<file path="config.mk">
export PLATFORM = sky130hd
export DESIGN_NAME = victim_cache
export DESIGN_NICKNAME = d
export VERILOG_FILES = /design/src/rtl/vc_pkg.sv /design/src/rtl/vc_match.sv /design/src/rtl/vc_alloc.sv /design/src/rtl/victim_cache.sv
export SDC_FILE = /design/constraint.sdc
export NUM_CORES = 2
export LEC_CHECK = 0
export BUFFER_PORTS_ARGS = -buffer_cell sky130_fd_sc_hd__buf_2
export CORE_ASPECT_RATIO = 0.75
export CORE_UTILIZATION = 55
export DETAILED_ROUTE_END_ITERATION = 10
export GPL_TIMING_DRIVEN = 0
export PLACE_DENSITY = 0.76
export SLEW_MARGIN = 5
export SYNTH_ARGS = -nofsm -noshare
export SYNTH_HDL_FRONTEND = slang
export SYNTH_SLANG_ARGS = --single-unit
</file>
<file path="constraint.sdc">
create_clock -name clk -period 7.9 [get_ports clk]
set_input_delay 1.58 -clock clk [delete_from_list [all_inputs] [get_ports clk]]
set_output_delay 1.58 -clock clk [all_outputs]
set_load 0.01 [all_outputs]
</file>
<file path="src/rtl/vc_pkg.sv">
package vc_pkg;
  parameter int VC_ADDR_W = 26;
  parameter int VC_DATA_W = 128;

  typedef struct packed {
    logic                 valid;
    logic                 dirty;
    logic [VC_ADDR_W-1:0] tag;
    logic [VC_DATA_W-1:0] data;
  } vc_line_t;
endpackage

</file>
<file path="src/rtl/vc_match.sv">
module vc_match
  import vc_pkg::*;
#(
  parameter int ENTRIES = 4,
  localparam int IDX_W = (ENTRIES > 1) ? $clog2(ENTRIES) : 1
) (
  input  vc_line_t             lines   [ENTRIES],
  input  logic [VC_ADDR_W-1:0] key,
  output logic [ENTRIES-1:0]   hit_vec,
  output logic                 any_hit,
  output logic [IDX_W-1:0]     hit_idx,
  output logic                 multi
);
  for (genvar g = 0; g < ENTRIES; g++) begin : g_cmp
    assign hit_vec[g] = lines[g].valid && (lines[g].tag == key);
  end

  always_comb begin
    hit_idx = '0;
    for (int i = ENTRIES - 1; i >= 0; i--) begin
      if (hit_vec[i]) hit_idx = IDX_W'(i);
    end
  end

  assign any_hit = |hit_vec;
  assign multi   = !$onehot0(hit_vec);
endmodule

</file>
<file path="src/rtl/vc_alloc.sv">
module vc_alloc #(
  parameter int ENTRIES = 4,
  localparam int IDX_W = (ENTRIES > 1) ? $clog2(ENTRIES) : 1
) (
  input  logic               clk,
  input  logic               rst_n,
  input  logic [ENTRIES-1:0] valid_vec,
  input  logic               ins_en,
  output logic [IDX_W-1:0]   slot,
  output logic               full
);
  logic [IDX_W-1:0] rr_ptr;
  logic [IDX_W-1:0] free_idx;

  assign full = &valid_vec;

  always_comb begin
    free_idx = '0;
    for (int i = ENTRIES - 1; i >= 0; i--) begin
      if (!valid_vec[i]) free_idx = IDX_W'(i);
    end
  end

  assign slot = full ? rr_ptr : free_idx;

  always_ff @(posedge clk or negedge rst_n) begin
    if (!rst_n) begin
      rr_ptr <= '0;
    end else if (ins_en && full) begin
      rr_ptr <= (rr_ptr == IDX_W'(ENTRIES - 1)) ? '0 : rr_ptr + 1'b1;
    end
  end

  assert_free_slot_R4: assert property (@(posedge clk) disable iff (!rst_n)
    ins_en && !full |-> !valid_vec[slot]);
endmodule

</file>
<file path="src/rtl/victim_cache.sv">
module victim_cache
  import vc_pkg::*;
#(
  parameter int ENTRIES = 4
) (
  input  logic                 clk,
  input  logic                 rst_n,
  input  logic                 req_valid,
  output logic                 req_ready,
  input  logic [VC_ADDR_W-1:0] req_addr,
  input  logic                 ev_valid,
  input  logic [VC_ADDR_W-1:0] ev_addr,
  input  logic                 ev_dirty,
  input  logic [VC_DATA_W-1:0] ev_data,
  output logic                 rsp_valid,
  input  logic                 rsp_ready,
  output logic                 rsp_hit,
  output logic                 rsp_dirty,
  output logic [VC_DATA_W-1:0] rsp_data,
  output logic                 wb_valid,
  input  logic                 wb_ready,
  output logic [VC_ADDR_W-1:0] wb_addr,
  output logic [VC_DATA_W-1:0] wb_data,
  output logic                 dup_err
);
  localparam int IDX_W = (ENTRIES > 1) ? $clog2(ENTRIES) : 1;

  vc_line_t           store [ENTRIES];
  logic [ENTRIES-1:0] valid_vec;
  logic [ENTRIES-1:0] hit_vec;
  logic               any_hit;
  logic               multi;
  logic [IDX_W-1:0]   hit_idx;
  logic [IDX_W-1:0]   ins_slot;
  logic               full;
  logic               accept;
  logic               ins_en;
  vc_line_t           new_line;
  vc_line_t           old_line;

  for (genvar g = 0; g < ENTRIES; g++) begin : g_valid
    assign valid_vec[g] = store[g].valid;
  end

  vc_match #(.ENTRIES(ENTRIES)) u_match (
    .lines   (store),
    .key     (req_addr),
    .hit_vec (hit_vec),
    .any_hit (any_hit),
    .hit_idx (hit_idx),
    .multi   (multi)
  );

  assign req_ready = !rsp_valid && !wb_valid;
  assign accept    = req_valid && req_ready;
  assign ins_en    = accept && !any_hit && ev_valid;
  assign dup_err   = req_valid && multi;

  vc_alloc #(.ENTRIES(ENTRIES)) u_alloc (
    .clk       (clk),
    .rst_n     (rst_n),
    .valid_vec (valid_vec),
    .ins_en    (ins_en),
    .slot      (ins_slot),
    .full      (full)
  );

  always_comb begin
    new_line.valid = ev_valid;
    new_line.dirty = ev_dirty;
    new_line.tag   = ev_addr;
    new_line.data  = ev_data;
    old_line       = store[ins_slot];
  end

  always_ff @(posedge clk or negedge rst_n) begin
    if (!rst_n) begin
      for (int i = 0; i < ENTRIES; i++) store[i] <= '0;
      rsp_valid <= 1'b0;
      rsp_hit   <= 1'b0;
      rsp_dirty <= 1'b0;
      rsp_data  <= '0;
      wb_valid  <= 1'b0;
      wb_addr   <= '0;
      wb_data   <= '0;
    end else begin
      if (rsp_valid && rsp_ready) rsp_valid <= 1'b0;
      if (wb_valid && wb_ready)   wb_valid  <= 1'b0;
      if (accept) begin
        rsp_valid <= 1'b1;
        if (any_hit) begin
          rsp_hit          <= 1'b1;
          rsp_dirty        <= store[hit_idx].dirty;
          rsp_data         <= store[hit_idx].data;
          store[hit_idx]   <= new_line;
        end else begin
          rsp_hit   <= 1'b0;
          rsp_dirty <= 1'b0;
          rsp_data  <= '0;
          if (ev_valid) begin
            store[ins_slot] <= new_line;
            if (old_line.valid && old_line.dirty) begin
              wb_valid <= 1'b1;
              wb_addr  <= old_line.tag;
              wb_data  <= old_line.data;
            end
          end
        end
      end
    end
  end

  assert_rsp_follows_R2: assert property (@(posedge clk) disable iff (!rst_n)
    accept |=> rsp_valid);

  assert_hit_no_wb_R3: assert property (@(posedge clk) disable iff (!rst_n)
    accept && any_hit |=> !wb_valid);

  assert_rsp_hold_R7: assert property (@(posedge clk) disable iff (!rst_n)
    rsp_valid && !rsp_ready |=> rsp_valid && $stable(rsp_data) && $stable(rsp_hit)
      && $stable(rsp_dirty));

  assert_wb_hold_R7: assert property (@(posedge clk) disable iff (!rst_n)
    wb_valid && !wb_ready |=> wb_valid && $stable(wb_addr) && $stable(wb_data));

  assert_nomiss_keep_R8: assert property (@(posedge clk) disable iff (!rst_n)
    accept && !any_hit && !ev_valid |=> !wb_valid);
endmodule

</file>
==> summary.md <==
| Metric | Value |
|---|---|
| Setup TNS Final | `0 ns` |
| CTS sink cnt | `912` |
| TritonCTS Buffers | `90` |
| Final Max Tran Viols | `0` |
| Worst hold path startpoint | `rsp_data[103]` |
| Post-Synthesis Cells | `2,786` |
| Via count of the first global-routing pass | `29,730` |
| Layout Cell Area excl Fill | `49,260 um2` |
| Maximum fanout encountered on the critical timing path | `5` |
| PwrDens | `348.2 nW/um2` |
| Longest individual stage delay on the worst path | `0.88 ns` |
| Final clock skew | `0.02245 ns` |
| Run status | `complete, no violations` |
| Data arrival, critical path | `4.98 ns` |
| Maximum number of pins on one net before global-route repair | `127` |
| RR Startpoint | `store[300]` |
| Leak pwr | `23.93 nW` |
| Setup CP Type | `input port to primary output` |
| Worst-case hold path end point | `rsp_data[103]` |
| Global-route wire length before repair | `187.5 mm` |
| Dpl hpwl | `84.99 mm` |
| Number of DRC violations after detailed routing | `0` |
| Ordered list of cells on the worst path | `buf_2 > xnor2_1 > nand4_1 > nor4_1 > and4_1 > inv_1 > ha_1 > ha_1 > fa_1 > o21a_1 > buf_2` |
| Area overhead of the layout relative to synthesis | `16.48%` |
| TritonCTS clock tree | `yes` |
| Depth of the CTS H-tree | `3` |
| Antenna Nets Post-Route | `0` |
| Synth top area cells | `sky130_fd_sc_hd__dfrtp_1 54%, sky130_fd_sc_hd__mux2_2 13%, sky130_fd_sc_hd__mux4_2 8.3%, sky130_fd_sc_hd__mux2_1 4.6%, sky130_fd_sc_hd__mux2_4 4.0%` |
| Achievable frequency | `152.4 MHz` |
| Number of nets in the synthesized netlist | `2,983` |
| Fin crit share | `0.8304` |
| Detailed router's first-iteration violation count | `2,112` |
| Total count of hold-check failures in the final report | `0` |
| Fraction of registers with async set/reset | `1.000` |
| Class of the worst hold path | `register to register` |
| Avg Cell Area, Syn | `15.18 um2` |
| Number of stages on the worst hold path | `1` |
| Worst Path Buf+Inv | `3` |
| Standard cell area after detailed placement | `46,130 um2` |
| Peak ir drop on the vdd network | `0.0002194 V` |
| Length of the first detailed-routing pass in iterations | `5` |
| Setup Viol. Count Final | `0` |
| Buffers inserted by post-CTS timing repair | `0` |
| Maximum buffer depth of the clock tree | `3` |
| Top-count cell post-synth | `sky130_fd_sc_hd__dfrtp_1` |
| Overall routed net length | `121.7 mm` |
| All-Layer GR Usage | `0.3169` |
| Yosys cell types | `43` |
| Headroom to the max-slew limit | `0.08106` |
| Share of synthesized area occupied by flip-flops and latches | `0.5396` |
| R2r endpoint | `rsp_data[29]` |
| Top_reg_cell synth | `sky130_fd_sc_hd__dfrtp_1` |
| Core Rows | `87` |
| Flip-flop and latch count after synthesis | `912` |
| Most used standard cells in the synthesized netlist | `912 x sky130_fd_sc_hd__dfrtp_1, 492 x sky130_fd_sc_hd__mux2_2, 174 x sky130_fd_sc_hd__mux2_1` |
| Area share of the largest cell type after synthesis | `0.5396` |
| Max-Cap Viols | `0` |
| Post-synth top area cell | `sky130_fd_sc_hd__dfrtp_1` |
| Chip Width | `322.2 um` |
| Critical path data required time | `6.32 ns` |
| Type of element launching the critical path | `input port` |
| Crit path setup slack, layout | `1.340 ns` |
| Clock input transition at the sequential cells of the worst setup and hold paths | `0.06 ns` |
| DR vias | `27,860` |
| Count of buffers inserted at the top-level ports | `465` |
| Place WS | `1.420 ns` |
| DR vias/cell | `6.248` |
| Synth Cell Area | `42,290 um2` |
| Die footprint | `78,020 um2` |
| Fin nets | `3,548` |
| Initial Utilization | `0.5590` |
| Number of flops mapped to enable cells by yosys | `0` |
| Unrepaired setup endpoints after global routing | `false` |
| Final critical path time including I/O delays and setup | `6.560 ns` |
| Slew at the pin closest to its max-slew limit | `1.378 ns` |
| Cts-stage hold buffer count | `0` |
| Die Ht | `242.1 um` |
| Floorplan Core Area | `75,650 um2` |
| Number of cells traversed by the worst register-to-register path | `11` |
| Cell family with most CP delay | `simple AND/OR/NAND/NOR gates` |
| Initial antenna violation count | `22` |
| Flop2flop setup slack | `2.72 ns` |
| Gr ovfl total | `0` |
| Crit. End Element | `primary output` |
| Library cell contributing the largest single delay on the critical path | `sky130_fd_sc_hd__nor4_1` |
| Routed len/inst | `27.29 um` |
| Fraction of layout instances using a drive strength above 1 | `0.4300` |
| Insertion delay of the later-clocked pin in the worst-skew pair | `0.66 ns` |
| Routability cong. | `0.9318` |
| Number of cells upsized or downsized after cts | `0` |
| Warnings from Yosys | `0` |
| Number of placed I/O pins | `475` |
| Root Buffer | `sky130_fd_sc_hd__clkbuf_16` |
report_power, final:
group	total, mW	switching, mW	internal, mW
Combinational	5.18	2.10	3.08
Clock	4.50	1.85	2.66
Sequential	7.47	1.28	6.19
routing by layer:
layer	vias up	wire, um	GRT usage
li1	11720	-	-
met5	-	150	0
met2	1052	57450	0.4908
met4	22	4020	0.1136
met3	241	9210	0.07072
met1	14830	50860	0.4420
cell usage in the layout, fill, tap and decap left out, drive strengths merged, types with 5 or more instances in the layout:
cell type	instances
xor2	26
mux2	778
inv	9
xnor2	78
nand4	31
diode	15
nand2	13
nor4	9
a21o	129
buf	572
a211oi	128
mux2i	130
clkinv	17
o21ai	5
nor2	9
bufinv	9
dfrtp	912
mux4	155
clkbuf	247
o22ai	129
ha	9
cells by family after synthesis:
| family | after synthesis | share of synthesized area |
|---|---|---|
| AOI/OAI and AO/OA | 398 | 0.06642 |
| xor gates and xnor gates | 104 | 0.02172 |
| adders and majority gates | 10 | 0.003136 |
| buffers and inverters | 219 | 0.02757 |
| DFF | 912 | 0.5396 |
| muxes | 1063 | 0.3304 |
| and+or+nand+nor | 80 | 0.01109 |
cell type report:
type                       count  area, um2
antenna                       15      37.54
multi-input combinational   1655      18300
inverter                       7      26.28
fill                        5344      26390
sequential                   912      22820
clock buffer                 134       2700
timing repair buffer         473       2557
buffer                       212       1141
tap                         1023       1280
clock inverter                28      394.1
how the worst max path moves through the flow:
stage / startpoint / to / cells after the start
2_1_floorplan: req_addr[7] / dup_err / 10
3_3_place_gp: rst_n / store[213] / 1
3_5_place_dp: req_addr[24] / dup_err / 11
4_1_cts: req_addr[24] / dup_err / 11
5_1_grt: req_addr[20] / dup_err / 11
6_report: req_addr[24] / dup_err / 11
worst reg2reg max path: stages (launching register included):
cell	delay, ns
sky130_fd_sc_hd__dfrtp_1	0.40
sky130_fd_sc_hd__xnor2_1	0.41
sky130_fd_sc_hd__nand4_1	0.26
sky130_fd_sc_hd__nor4_1	0.30
sky130_fd_sc_hd__nand4_1	0.37
sky130_fd_sc_hd__ha_1	0.38
sky130_fd_sc_hd__nor3_2	0.53
sky130_fd_sc_hd__clkbuf_1	0.97
sky130_fd_sc_hd__buf_1	0.72
sky130_fd_sc_hd__mux2i_1	0.17
sky130_fd_sc_hd__a211oi_1	0.48
sky130_fd_sc_hd__a21o_1	0.13
through the flow:
step | total power [mW] | hold WS (ns) | util | instances
final | 17.16 | 0.4702 | 0.6511 | 4459
after global routing | 17.92 | 0.4837 | 0.6509 | 4451
after CTS | 17.16 | 0.4736 | 0.6506 | 4444
after detailed placement | 12.65 | 0.4601 | 0.6097 | 4282
after global placement | 12.28 | 0.4538 | 0.6067 | 4274
after floorplan | 11.01 | 0.4750 | - | 2786
flip-flops by register name, indices dropped and copies added (netlist names):
signal / count
rsp_data: 128
wb_valid: 1
u_alloc.rr_ptr: 2
rsp_valid: 1
rsp_hit: 1
rsp_dirty: 1
store: 624
wb_data: 128
wb_addr: 26
No activity file was read; power rests on OpenSTA's default activity.
